===== config.mk =====
export PLATFORM = sky130hd
export DESIGN_NAME = i2c_slv_tx
export DESIGN_NICKNAME = d
export VERILOG_FILES = /design/src/rtl/i2c_slv_tx_pkg.sv /design/src/rtl/i2c_line_watch.sv /design/src/rtl/i2c_byte_tx.sv /design/src/rtl/i2c_start_queue.sv /design/src/rtl/i2c_slv_tx.sv
export SDC_FILE = /design/constraint.sdc
export NUM_CORES = 1
export LEC_CHECK = 0
export CORE_ASPECT_RATIO = 2
export CORE_UTILIZATION = 45
export DETAILED_ROUTE_END_ITERATION = 6
export PLACE_DENSITY = 0.68
export REMOVE_ABC_BUFFERS = 1
export SLEW_MARGIN = 5
export SYNTH_ARGS = -nofsm -noshare
export SYNTH_HDL_FRONTEND = slang
export SYNTH_HIERARCHICAL = 1
export SYNTH_SLANG_ARGS = --single-unit

===== constraint.sdc =====
create_clock -name clk -period 6.2 [get_ports clk]
set_clock_uncertainty 0.1 [all_clocks]
set_input_delay 1.86 -clock clk [delete_from_list [all_inputs] [get_ports clk]]
set_output_delay 1.86 -clock clk [all_outputs]
set_load 0.1 [all_outputs]

===== src/rtl/i2c_slv_tx_pkg.sv =====
`timescale 1ns/1ps
package i2c_slv_tx_pkg;

    localparam int DATA_W = 8;

    typedef enum logic [7:0] {
        ST_OWN_READ  = 8'hA8,
        ST_ARB_READ  = 8'hB0,
        ST_BYTE_ACK  = 8'hB8,
        ST_BYTE_NACK = 8'hC0,
        ST_LAST_ACK  = 8'hC8,
        ST_NONE      = 8'hF8
    } stat_e;

    typedef enum logic [2:0] {
        PH_IDLE, PH_ADDR, PH_AACK, PH_HOLD, PH_SETUP, PH_DATA, PH_MACK, PH_SKIP
    } phase_e;

    typedef enum logic [2:0] {
        TX_NOP, TX_LOAD, TX_SHIFT, TX_REL, TX_ACK
    } tx_op_e;

    typedef struct packed {
        logic scl;
        logic sda;
        logic scl_rise;
        logic scl_fall;
        logic start;
        logic stop;
        logic bus_free;
    } line_t;

    function automatic logic stat_more(stat_e s);
        return (s == ST_OWN_READ) || (s == ST_ARB_READ) || (s == ST_BYTE_ACK);
    endfunction

    function automatic stat_e byte_status(logic mack, logic last);
        if (!mack)
            return ST_BYTE_NACK;
        else if (last)
            return ST_LAST_ACK;
        return ST_BYTE_ACK;
    endfunction

endpackage


===== src/rtl/i2c_line_watch.sv =====
`timescale 1ns/1ps
module i2c_line_watch
    import i2c_slv_tx_pkg::*;
#(
    parameter int SYNC_STAGES = 2
) (
    input  logic  clk,
    input  logic  rst,
    input  logic  scl_in,
    input  logic  sda_in,
    output line_t line
);

    logic [SYNC_STAGES-1:0] scl_pipe;
    logic [SYNC_STAGES-1:0] sda_pipe;
    logic scl_q, sda_q, free_q;
    logic scl_s, sda_s;

    assign scl_s = scl_pipe[SYNC_STAGES-1];
    assign sda_s = sda_pipe[SYNC_STAGES-1];

    always_ff @(posedge clk) begin
        if (rst) begin
            scl_pipe <= '1;
            sda_pipe <= '1;
            scl_q    <= 1'b1;
            sda_q    <= 1'b1;
            free_q   <= 1'b1;
        end else begin
            scl_pipe <= {scl_pipe[SYNC_STAGES-2:0], scl_in};
            sda_pipe <= {sda_pipe[SYNC_STAGES-2:0], sda_in};
            scl_q    <= scl_s;
            sda_q    <= sda_s;
            if (line.stop)
                free_q <= 1'b1;
            else if (line.start)
                free_q <= 1'b0;
        end
    end

    always_comb begin
        line.scl      = scl_s;
        line.sda      = sda_s;
        line.scl_rise = scl_s & ~scl_q;
        line.scl_fall = ~scl_s & scl_q;
        line.start    = scl_s & scl_q & sda_q & ~sda_s;
        line.stop     = scl_s & scl_q & ~sda_q & sda_s;
        line.bus_free = free_q;
    end

endmodule


===== src/rtl/i2c_byte_tx.sv =====
`timescale 1ns/1ps
module i2c_byte_tx
    import i2c_slv_tx_pkg::*;
#(
    parameter int W = 8
) (
    input  logic         clk,
    input  logic         rst,
    input  tx_op_e       op,
    input  logic [W-1:0] load_data,
    input  logic         scl_now,
    output logic         drive_low
);

    logic [W-1:0] sr;

    always_ff @(posedge clk) begin
        if (rst) begin
            sr        <= '0;
            drive_low <= 1'b0;
        end else begin
            case (op)
                TX_LOAD: begin
                    sr        <= load_data;
                    drive_low <= ~load_data[W-1];
                end
                TX_SHIFT: begin
                    sr        <= {sr[W-2:0], 1'b0};
                    drive_low <= ~sr[W-2];
                end
                TX_REL:  drive_low <= 1'b0;
                TX_ACK:  drive_low <= 1'b1;
                default: ;
            endcase
        end
    end

    // SDA output only moves while the synchronized SCL is low
    p_sda_moves_low_r3: assert property (@(posedge clk) disable iff (rst)
        (drive_low != $past(drive_low)) |-> !$past(scl_now));

endmodule


===== src/rtl/i2c_start_queue.sv =====
`timescale 1ns/1ps
module i2c_start_queue (
    input  logic clk,
    input  logic rst,
    input  logic arm,
    input  logic bus_free,
    output logic go
);

    logic pend;

    always_ff @(posedge clk) begin
        if (rst) begin
            pend <= 1'b0;
            go   <= 1'b0;
        end else begin
            go <= pend && bus_free;
            if (arm)
                pend <= 1'b1;
            else if (pend && bus_free)
                pend <= 1'b0;
        end
    end

    // a queued START is requested as a single pulse
    p_go_single_r9: assert property (@(posedge clk) disable iff (rst)
        go |=> !go);

endmodule


===== src/rtl/i2c_slv_tx.sv =====
`timescale 1ns/1ps
module i2c_slv_tx
    import i2c_slv_tx_pkg::*;
#(
    parameter int ADDR_W       = 7,
    parameter int SYNC_STAGES  = 2,
    parameter int SETUP_CYCLES = 4
) (
    input  logic              clk,
    input  logic              rst,
    input  logic              scl_in,
    input  logic              sda_in,
    output logic              scl_drive_low,
    output logic              sda_drive_low,
    input  logic [ADDR_W-1:0] own_addr,
    input  logic              arb_lost,
    input  logic              ctl_write,
    input  logic [DATA_W-1:0] ctl_data,
    input  logic              ctl_aa,
    input  logic              ctl_sta,
    output logic              irq,
    output logic [7:0]        status,
    output logic              start_go
);

    localparam int BYTE_W = ADDR_W + 1;
    localparam int CNT_W  = $clog2((BYTE_W > DATA_W ? BYTE_W : DATA_W) + 1);
    localparam int SU_W   = $clog2(SETUP_CYCLES + 1);

    line_t              line;
    phase_e             phase;
    stat_e              stat_q;
    tx_op_e             tx_op;
    logic [CNT_W-1:0]   cnt;
    logic [SU_W-1:0]    su_cnt;
    logic [BYTE_W-1:0]  addr_sr;
    logic [BYTE_W-1:0]  abyte_next;
    logic               irq_q, hold_q, recog_q, arb_q, last_q, mack_q;
    logic               addr_hit, q_arm;

    i2c_line_watch #(.SYNC_STAGES(SYNC_STAGES)) u_watch (
        .clk    (clk),
        .rst    (rst),
        .scl_in (scl_in),
        .sda_in (sda_in),
        .line   (line)
    );

    i2c_byte_tx #(.W(DATA_W)) u_shift (
        .clk       (clk),
        .rst       (rst),
        .op        (tx_op),
        .load_data (ctl_data),
        .scl_now   (line.scl),
        .drive_low (sda_drive_low)
    );

    i2c_start_queue u_queue (
        .clk      (clk),
        .rst      (rst),
        .arm      (q_arm),
        .bus_free (line.bus_free),
        .go       (start_go)
    );

    assign abyte_next = {addr_sr[BYTE_W-2:0], line.sda};
    assign addr_hit   = recog_q && abyte_next[0] &&
                        (abyte_next[BYTE_W-1:1] == own_addr);

    // Shifter command and START queue arming
    always_comb begin
        tx_op = TX_NOP;
        q_arm = 1'b0;
        if (line.start || line.stop) begin
            tx_op = TX_REL;
        end else begin
            case (phase)
                PH_AACK: if (line.scl_fall)
                    tx_op = sda_drive_low ? TX_REL : TX_ACK;
                PH_HOLD: if (ctl_write) begin
                    if (stat_more(stat_q))
                        tx_op = TX_LOAD;
                    else
                        q_arm = ctl_sta;
                end
                PH_DATA: if (line.scl_fall)
                    tx_op = (cnt == CNT_W'(DATA_W - 1)) ? TX_REL : TX_SHIFT;
                default: ;
            endcase
        end
    end

    // Phase sequencing
    always_ff @(posedge clk) begin
        if (rst) begin
            phase   <= PH_IDLE;
            stat_q  <= ST_NONE;
            cnt     <= '0;
            su_cnt  <= '0;
            addr_sr <= '0;
            irq_q   <= 1'b0;
            hold_q  <= 1'b0;
            recog_q <= 1'b1;
            arb_q   <= 1'b0;
            last_q  <= 1'b0;
            mack_q  <= 1'b0;
        end else begin
            if (arb_lost)
                arb_q <= 1'b1;
            if (line.stop) begin
                phase  <= PH_IDLE;
                irq_q  <= 1'b0;
                hold_q <= 1'b0;
                arb_q  <= 1'b0;
            end else if (line.start) begin
                phase  <= PH_ADDR;
                cnt    <= '0;
                irq_q  <= 1'b0;
                hold_q <= 1'b0;
            end else begin
                case (phase)
                    PH_IDLE, PH_SKIP: begin
                        if (ctl_write)
                            recog_q <= ctl_aa;
                    end
                    PH_ADDR: begin
                        if (line.scl_rise) begin
                            addr_sr <= abyte_next;
                            cnt     <= cnt + 1'b1;
                            if (cnt == CNT_W'(BYTE_W - 1))
                                phase <= addr_hit ? PH_AACK : PH_SKIP;
                        end
                    end
                    PH_AACK: begin
                        if (line.scl_fall && sda_drive_low) begin
                            phase  <= PH_HOLD;
                            irq_q  <= 1'b1;
                            hold_q <= 1'b1;
                            stat_q <= arb_q ? ST_ARB_READ : ST_OWN_READ;
                            arb_q  <= 1'b0;
                        end
                    end
                    PH_HOLD: begin
                        if (ctl_write) begin
                            irq_q <= 1'b0;
                            if (stat_more(stat_q)) begin
                                phase  <= PH_SETUP;
                                su_cnt <= '0;
                                last_q <= ~ctl_aa;
                            end else begin
                                phase   <= PH_IDLE;
                                hold_q  <= 1'b0;
                                recog_q <= ctl_aa;
                            end
                        end
                    end
                    PH_SETUP: begin
                        su_cnt <= su_cnt + 1'b1;
                        if (su_cnt == SU_W'(SETUP_CYCLES - 1)) begin
                            hold_q <= 1'b0;
                            phase  <= PH_DATA;
                            cnt    <= '0;
                        end
                    end
                    PH_DATA: begin
                        if (line.scl_fall) begin
                            cnt <= cnt + 1'b1;
                            if (cnt == CNT_W'(DATA_W - 1))
                                phase <= PH_MACK;
                        end
                    end
                    PH_MACK: begin
                        if (line.scl_rise)
                            mack_q <= ~line.sda;
                        if (line.scl_fall) begin
                            phase  <= PH_HOLD;
                            irq_q  <= 1'b1;
                            hold_q <= 1'b1;
                            stat_q <= byte_status(mack_q, last_q);
                        end
                    end
                    default: phase <= PH_IDLE;
                endcase
            end
        end
    end

    assign irq           = irq_q;
    assign scl_drive_low = hold_q;
    assign status        = irq_q ? stat_q : ST_NONE;

    // a pending flag always stretches the clock
    p_flag_stretches_r7: assert property (@(posedge clk) disable iff (rst)
        irq |-> scl_drive_low);

    // the flag is only raised while SCL is low
    p_flag_rises_low_r7: assert property (@(posedge clk) disable iff (rst)
        $rose(irq_q) |-> !line.scl);

    // a raised flag carries one of the transmitter codes
    p_flag_code_legal_r1: assert property (@(posedge clk) disable iff (rst)
        irq |-> (stat_q == ST_OWN_READ || stat_q == ST_ARB_READ ||
                 stat_q == ST_BYTE_ACK || stat_q == ST_BYTE_NACK ||
                 stat_q == ST_LAST_ACK));

    // no address acknowledge while recognition is off
    p_ack_needs_recog_r8: assert property (@(posedge clk) disable iff (rst)
        (phase == PH_AACK) |-> recog_q);

endmodule


# Yosys cells after proc, flatten, opt, wreduce, memory -nomap -nowiden
# Index checks and enable logic that the tools add are counted.
dict set report totals {
  register_bits 48
  inputBits 23
}
dict set report classes {
  n_mux 67
  n_addsub 2
  n_eq_ne 36
  n_bitwise 16
  n_reduce_logical 33
}
# operator count
set op_table {}
lappend op_table {{8-bit two-way mux} 6}
lappend op_table {{3-bit two-way mux} 15}
lappend op_table {{1-bit two-way mux} 30}
lappend op_table {{8-bit == test, second input constant} 3}
lappend op_table {{3-bit inequality test, second input constant} 8}
lappend op_table {{2-bit inequality test, second input constant} 11}
lappend op_table {{5-bit AND reduction} 4}
lappend op_table {{3-bit one-hot mux with 6 select lines} 1}
lappend op_table {{9-bit AND reduction} 2}
lappend op_table {{4-bit two-way mux} 4}
lappend op_table {{8-bit one-hot mux with 2 select lines} 1}
lappend op_table {{3-bit by 2-bit == test with 1-bit output, second input constant} 5}
lappend op_table {{3-bit == test, second input constant} 5}
lappend op_table {{7-bit one-hot mux with 2 select lines} 1}
lappend op_table {{4-bit one-hot mux with 3 select lines} 1}
lappend op_table {{4-bit AND reduction} 3}
lappend op_table {{6-bit AND reduction} 2}
lappend op_table {{4-bit nonzero test} 3}
lappend op_table {{2-bit nonzero test} 5}
lappend op_table {{1-bit inverter} 9}
lappend op_table {{3-bit one-hot mux with 3 select lines} 1}
lappend op_table {{1-bit one-hot mux with 4 select lines} 2}
lappend op_table {{1-bit AND} 7}
lappend op_table {{7-bit == test} 1}
lappend op_table {{17 further kinds} 24}

# Logic depth before layout (Yosys ltp)
dict set report logic_depth {
  ltp_word 10
  ltp_mapped 9
  ltp_nobuf 8
}

# Modules after synthesis
# Netlist, hierarchy kept.
# module instances cells_each area_per_inst_um2
set by_module_without_submodules {}
lappend by_module_without_submodules {i2c_slv_tx 1 194 1622.8}
lappend by_module_without_submodules {i2c_byte_tx 1 43 375.4}
lappend by_module_without_submodules {i2c_line_watch 1 25 272.8}
lappend by_module_without_submodules {i2c_start_queue 1 7 66.3}

# Least setup slack after synthesis
# No wires, ideal clock.
dict set report synth_timing {
  path_type {reg2out}
  from {register irq_q (netlist: irq)}
  to {output status[3]}
  stages_incl_launch_ff 2
  path_slack_ns 2.408
  t_arrival_ns 1.832
  path_buffers 0
  path_cell_list {dfxtp_1 nand2b_1}
}
dict set report synth_between {
  elab_chain_cells 1
}
# element line
set synth_rtl {}
lappend synth_rtl {{from (decl)} i2c_slv_tx.sv:38} ;# logic irq_q, hold_q, recog_q, arb_q, last_q, mack_q;
lappend synth_rtl {{from (signal assigned)} i2c_slv_tx.sv:101} ;# irq_q <= 1'b0;
lappend synth_rtl {{from (signal assigned)} i2c_slv_tx.sv:112} ;# irq_q <= 1'b0;
lappend synth_rtl {{from (signal assigned)} i2c_slv_tx.sv:118} ;# irq_q <= 1'b0;
lappend synth_rtl {{8-bit two-way mux} i2c_slv_tx.sv:190} ;# assign status = irq_q ? stat_q : ST_NONE;
lappend synth_rtl {{to (decl)} i2c_slv_tx.sv:22} ;# output logic [7:0] status,
# Every way passes these cells.

# Worst setup path after layout
dict set report layout_timing {
  from {register u_shift.drive_low}
  to {output sda_drive_low}
}
# element line
set layout_lines {}
lappend layout_lines {{from (decl)} i2c_byte_tx.sv:12} ;# output logic drive_low
lappend layout_lines {{from (signal assigned)} i2c_byte_tx.sv:25} ;# drive_low <= ~load_data[W-1];
lappend layout_lines {{from (signal assigned)} i2c_byte_tx.sv:29} ;# drive_low <= ~sr[W-2];
lappend layout_lines {{to (decl)} i2c_slv_tx.sv:14} ;# output logic sda_drive_low,
# No word-level cell between the ends.

==> metrics.log <==
INFO  metric max_cap_check_violation_count = 0
INFO  metric synth-warning-count = 6
INFO  metric synthesis.area = roughly 0.0023 sq mm
INFO  metric antenna_left = 0
INFO  metric chip_width = approximately 53 um
INFO  metric data_required_time_at_the_worst_endpoint = ~4.2 ns
INFO  metric setup.worst_path.start_class = flip-flop
INFO  metric worst-slew-pin-transition = between 0.9 and 1 ns
INFO  metric grt_max_degree = 39
INFO  metric p_per_area = approximately 240 mW/mm^2
INFO  metric arrival = between 1.5 and 2 ns
INFO  metric firstDrtPassIters = 4
INFO  metric regToRegStartpoint = phase[0]
INFO  metric cp_cell_sequence = clkdlybuf4s50_1
INFO  metric synth.avg_cell_area = about 8.7 sq um
INFO  metric die_h = slightly above 100 um
INFO  metric cts_root_buffer = sky130_fd_sc_hd__clkbuf_8
INFO  metric crit-reg2reg-capture = u_shift/sr[1]
INFO  metric final.fill_count = between 400 and 500
INFO  metric crit_family = buffers and inverters
INFO  metric cts.htree.levels = 2
INFO  metric timing.final.setup_violations = 0
INFO  metric cts_max_path_buffers = 2
INFO  metric port-buffer-count = 30
INFO  metric detailedRoute.firstIterationViolations = between 40 and 50
INFO  metric remaining_design_rule_violation_count = 0
INFO  metric hold_path.startpoint = u_watch/scl_pipe[0]
INFO  metric clock_sink_count = 44
INFO  metric worstHoldPathCells = 1
INFO  metric cts-resized-gates = 0
INFO  metric finalWorstPathRequiredPeriod = slightly below 4 ns
INFO  metric mapped_cells = 268
INFO  metric hold_viol_final = 0
INFO  metric multi_input_comb_area = 0.00130 sq mm
INFO  metric grt.overflow.total = 0
INFO  metric worstRegToRegCells = 7
INFO  metric timing.reg2reg.setup_slack = approximately 3.8 ns
INFO  metric worst-path-stages = 1
INFO  metric cp.buffers_inverters = 1
INFO  metric timing.slew.headroom = 0.347
INFO  metric antenna_cells = 0
INFO  metric io_pins = 35
INFO  metric flip_flop_and_latch_area = 881 sq um
INFO  metric result_of_the_run = finished, final reports clean
INFO  metric endpoint = sda_drive_low
INFO  metric core-area = between 0.004 and 0.005 sq mm
INFO  metric detail_route.wirelength = just under 5000 um
INFO  metric p_leak = 1.00 nW
INFO  metric number_of_global_route_vias_before_repair = approximately 1,900
INFO  metric min_period_over_period = 0.625
INFO  metric maximum_net_fanout_on_the_critical_path = 6
INFO  metric cp-end-kind = output pin
INFO  metric flow.area_growth_from_synthesis = 15.6%
INFO  metric slew_viol_final = 0
INFO  metric route.vias.total = around 1,900
INFO  metric layout-drive-gt1-share = 0.0925
INFO  metric post-dp-hpwl = ~3600 um
INFO  metric postCtsSetupRepairBufs = 0
INFO  metric detail_route.wl_per_cell = approximately 14 um
INFO  metric avgViaCountPerCell = 5.53
INFO  metric die_area = 0.00549 sq mm
INFO  metric cts-buffers-inserted = 5
INFO  metric finish.net_count = between 300 and 400
INFO  metric rsz_0062_raised_after_global_routing = false
INFO  metric peak_clock_frequency_supported_by_timing = roughly 260 MHz
INFO  metric cts_hold_buffers = 0
INFO  metric grt.total_usage = 0.205
INFO  metric cp_slowest_cell = sky130_fd_sc_hd__clkdlybuf4s50_1
INFO  metric crit_type = reg2out
INFO  metric path_clk_slew = approximately 0.080 ns
INFO  metric worst_ir_drop_vdd = 0.000198 V
INFO  metric rows = 36
INFO  metric first_pass_grt_wire_length = 8390 um
INFO  metric hold_class = reg2reg
INFO  metric gp_congestion = around 0.87
INFO  metric setup_tns = 0 ns
INFO  metric grt_antenna_before_repair = 0
INFO  metric clk_latency = about 0.30 ns
INFO  metric floorplan.initialDensity = 0.475
INFO  metric cts_tree = yes
INFO  metric worstSetupStartpoint = u_shift/drive_low
INFO  metric timing.critical_path.slowest_cell_delay = ~1.2 ns
INFO  metric layout.cells.non_filler = ~350
INFO  metric post_place_cells = approximately 340
[flip-flops by register name (all words and copies together), names as in the netlist]
signal and flops:
addr_sr 7, arb_q 1, cnt 4, irq 1
last_q 1, mack_q 1, phase 3, recog_q 1
scl_drive_low 1, stat_q 4, su_cnt 3, u_queue/go 1
u_queue/pend 1, u_shift/drive_low 1, u_shift/sr 7, u_watch/free_q 1
u_watch/scl_pipe 2, u_watch/scl_q 1, u_watch/sda_pipe 2, u_watch/sda_q 1
[final cells by class]
| cell class | count | area share |
|---|---|---|
| repair buffers | 31 | 0.114 |
| inverters | 11 | 0.0153 |
| well taps | 57 | 0.0265 |
| flip-flops and latches | 44 | 0.327 |
| multi-input cells | 198 | 0.483 |
| clock buffers | 8 | 0.0335 |
[routing by layer]
metal,GRT usage,vias to the layer above,share of wire
li1,-,984,-
met1,0.221,902,0.39
met2,0.352,35,0.55
met3,0.0455,9,0.024
met4,0.105,0,0.033
met5,0,-,0
[where the power goes]
group | total [W] | internal [W] | switching [W]
Clock | 0.000186 | 0.0000909 | 0.0000953
Sequential | 0.000326 | 0.000298 | 0.0000273
Combinational | 0.000122 | 0.0000519 | 0.0000705
[worst min path at each step]
stage	slack (ns)	end
floorplan	0.28	u_watch/scl_pipe[1]
global placement	0.29	u_watch/scl_pipe[1]
detailed placement	0.29	u_watch/scl_pipe[1]
CTS	0.32	u_watch/sda_pipe[1]
global route	0.33	u_watch/scl_pipe[1]
finish	0.31	u_watch/scl_pipe[1]
[placed cells by master, fill, tap and decap left out, types with 6 or more instances in the layout]
master	n
sky130_fd_sc_hd__nor2_1	32
sky130_fd_sc_hd__nor2b_1	6
sky130_fd_sc_hd__nand2b_1	8
sky130_fd_sc_hd__o21ai_0	10
sky130_fd_sc_hd__a211oi_1	7
sky130_fd_sc_hd__nand2_1	14
sky130_fd_sc_hd__or2_1	7
sky130_fd_sc_hd__mux2i_1	10
sky130_fd_sc_hd__o22ai_1	6
sky130_fd_sc_hd__a21oi_1	17
sky130_fd_sc_hd__clkbuf_8	6
sky130_fd_sc_hd__dfxtp_1	44
sky130_fd_sc_hd__inv_1	11
sky130_fd_sc_hd__clkdlybuf4s50_1	30
sky130_fd_sc_hd__nand3_1	8
sky130_fd_sc_hd__xnor2_1	8
[through the flow]
| stage | hold slack [ns] | setup WS (ns) | instance area (sq um) | util | power [W] |
|---|---|---|---|---|---|
| after global routing | 0.325 | 2.27 | 2690 | 0.548 | 0.000668 |
| after floorplan | 0.283 | 2.41 | 2220 | - | 0.000412 |
| after CTS | 0.315 | 2.32 | 2690 | 0.548 | 0.000639 |
| after detailed placement | 0.291 | 2.21 | 2600 | 0.530 | 0.000454 |
| final | 0.312 | 2.33 | 2690 | 0.548 | 0.000634 |
| after global placement | 0.286 | 2.29 | 2600 | 0.530 | 0.000453 |
(Power assumes the default switching activity.)
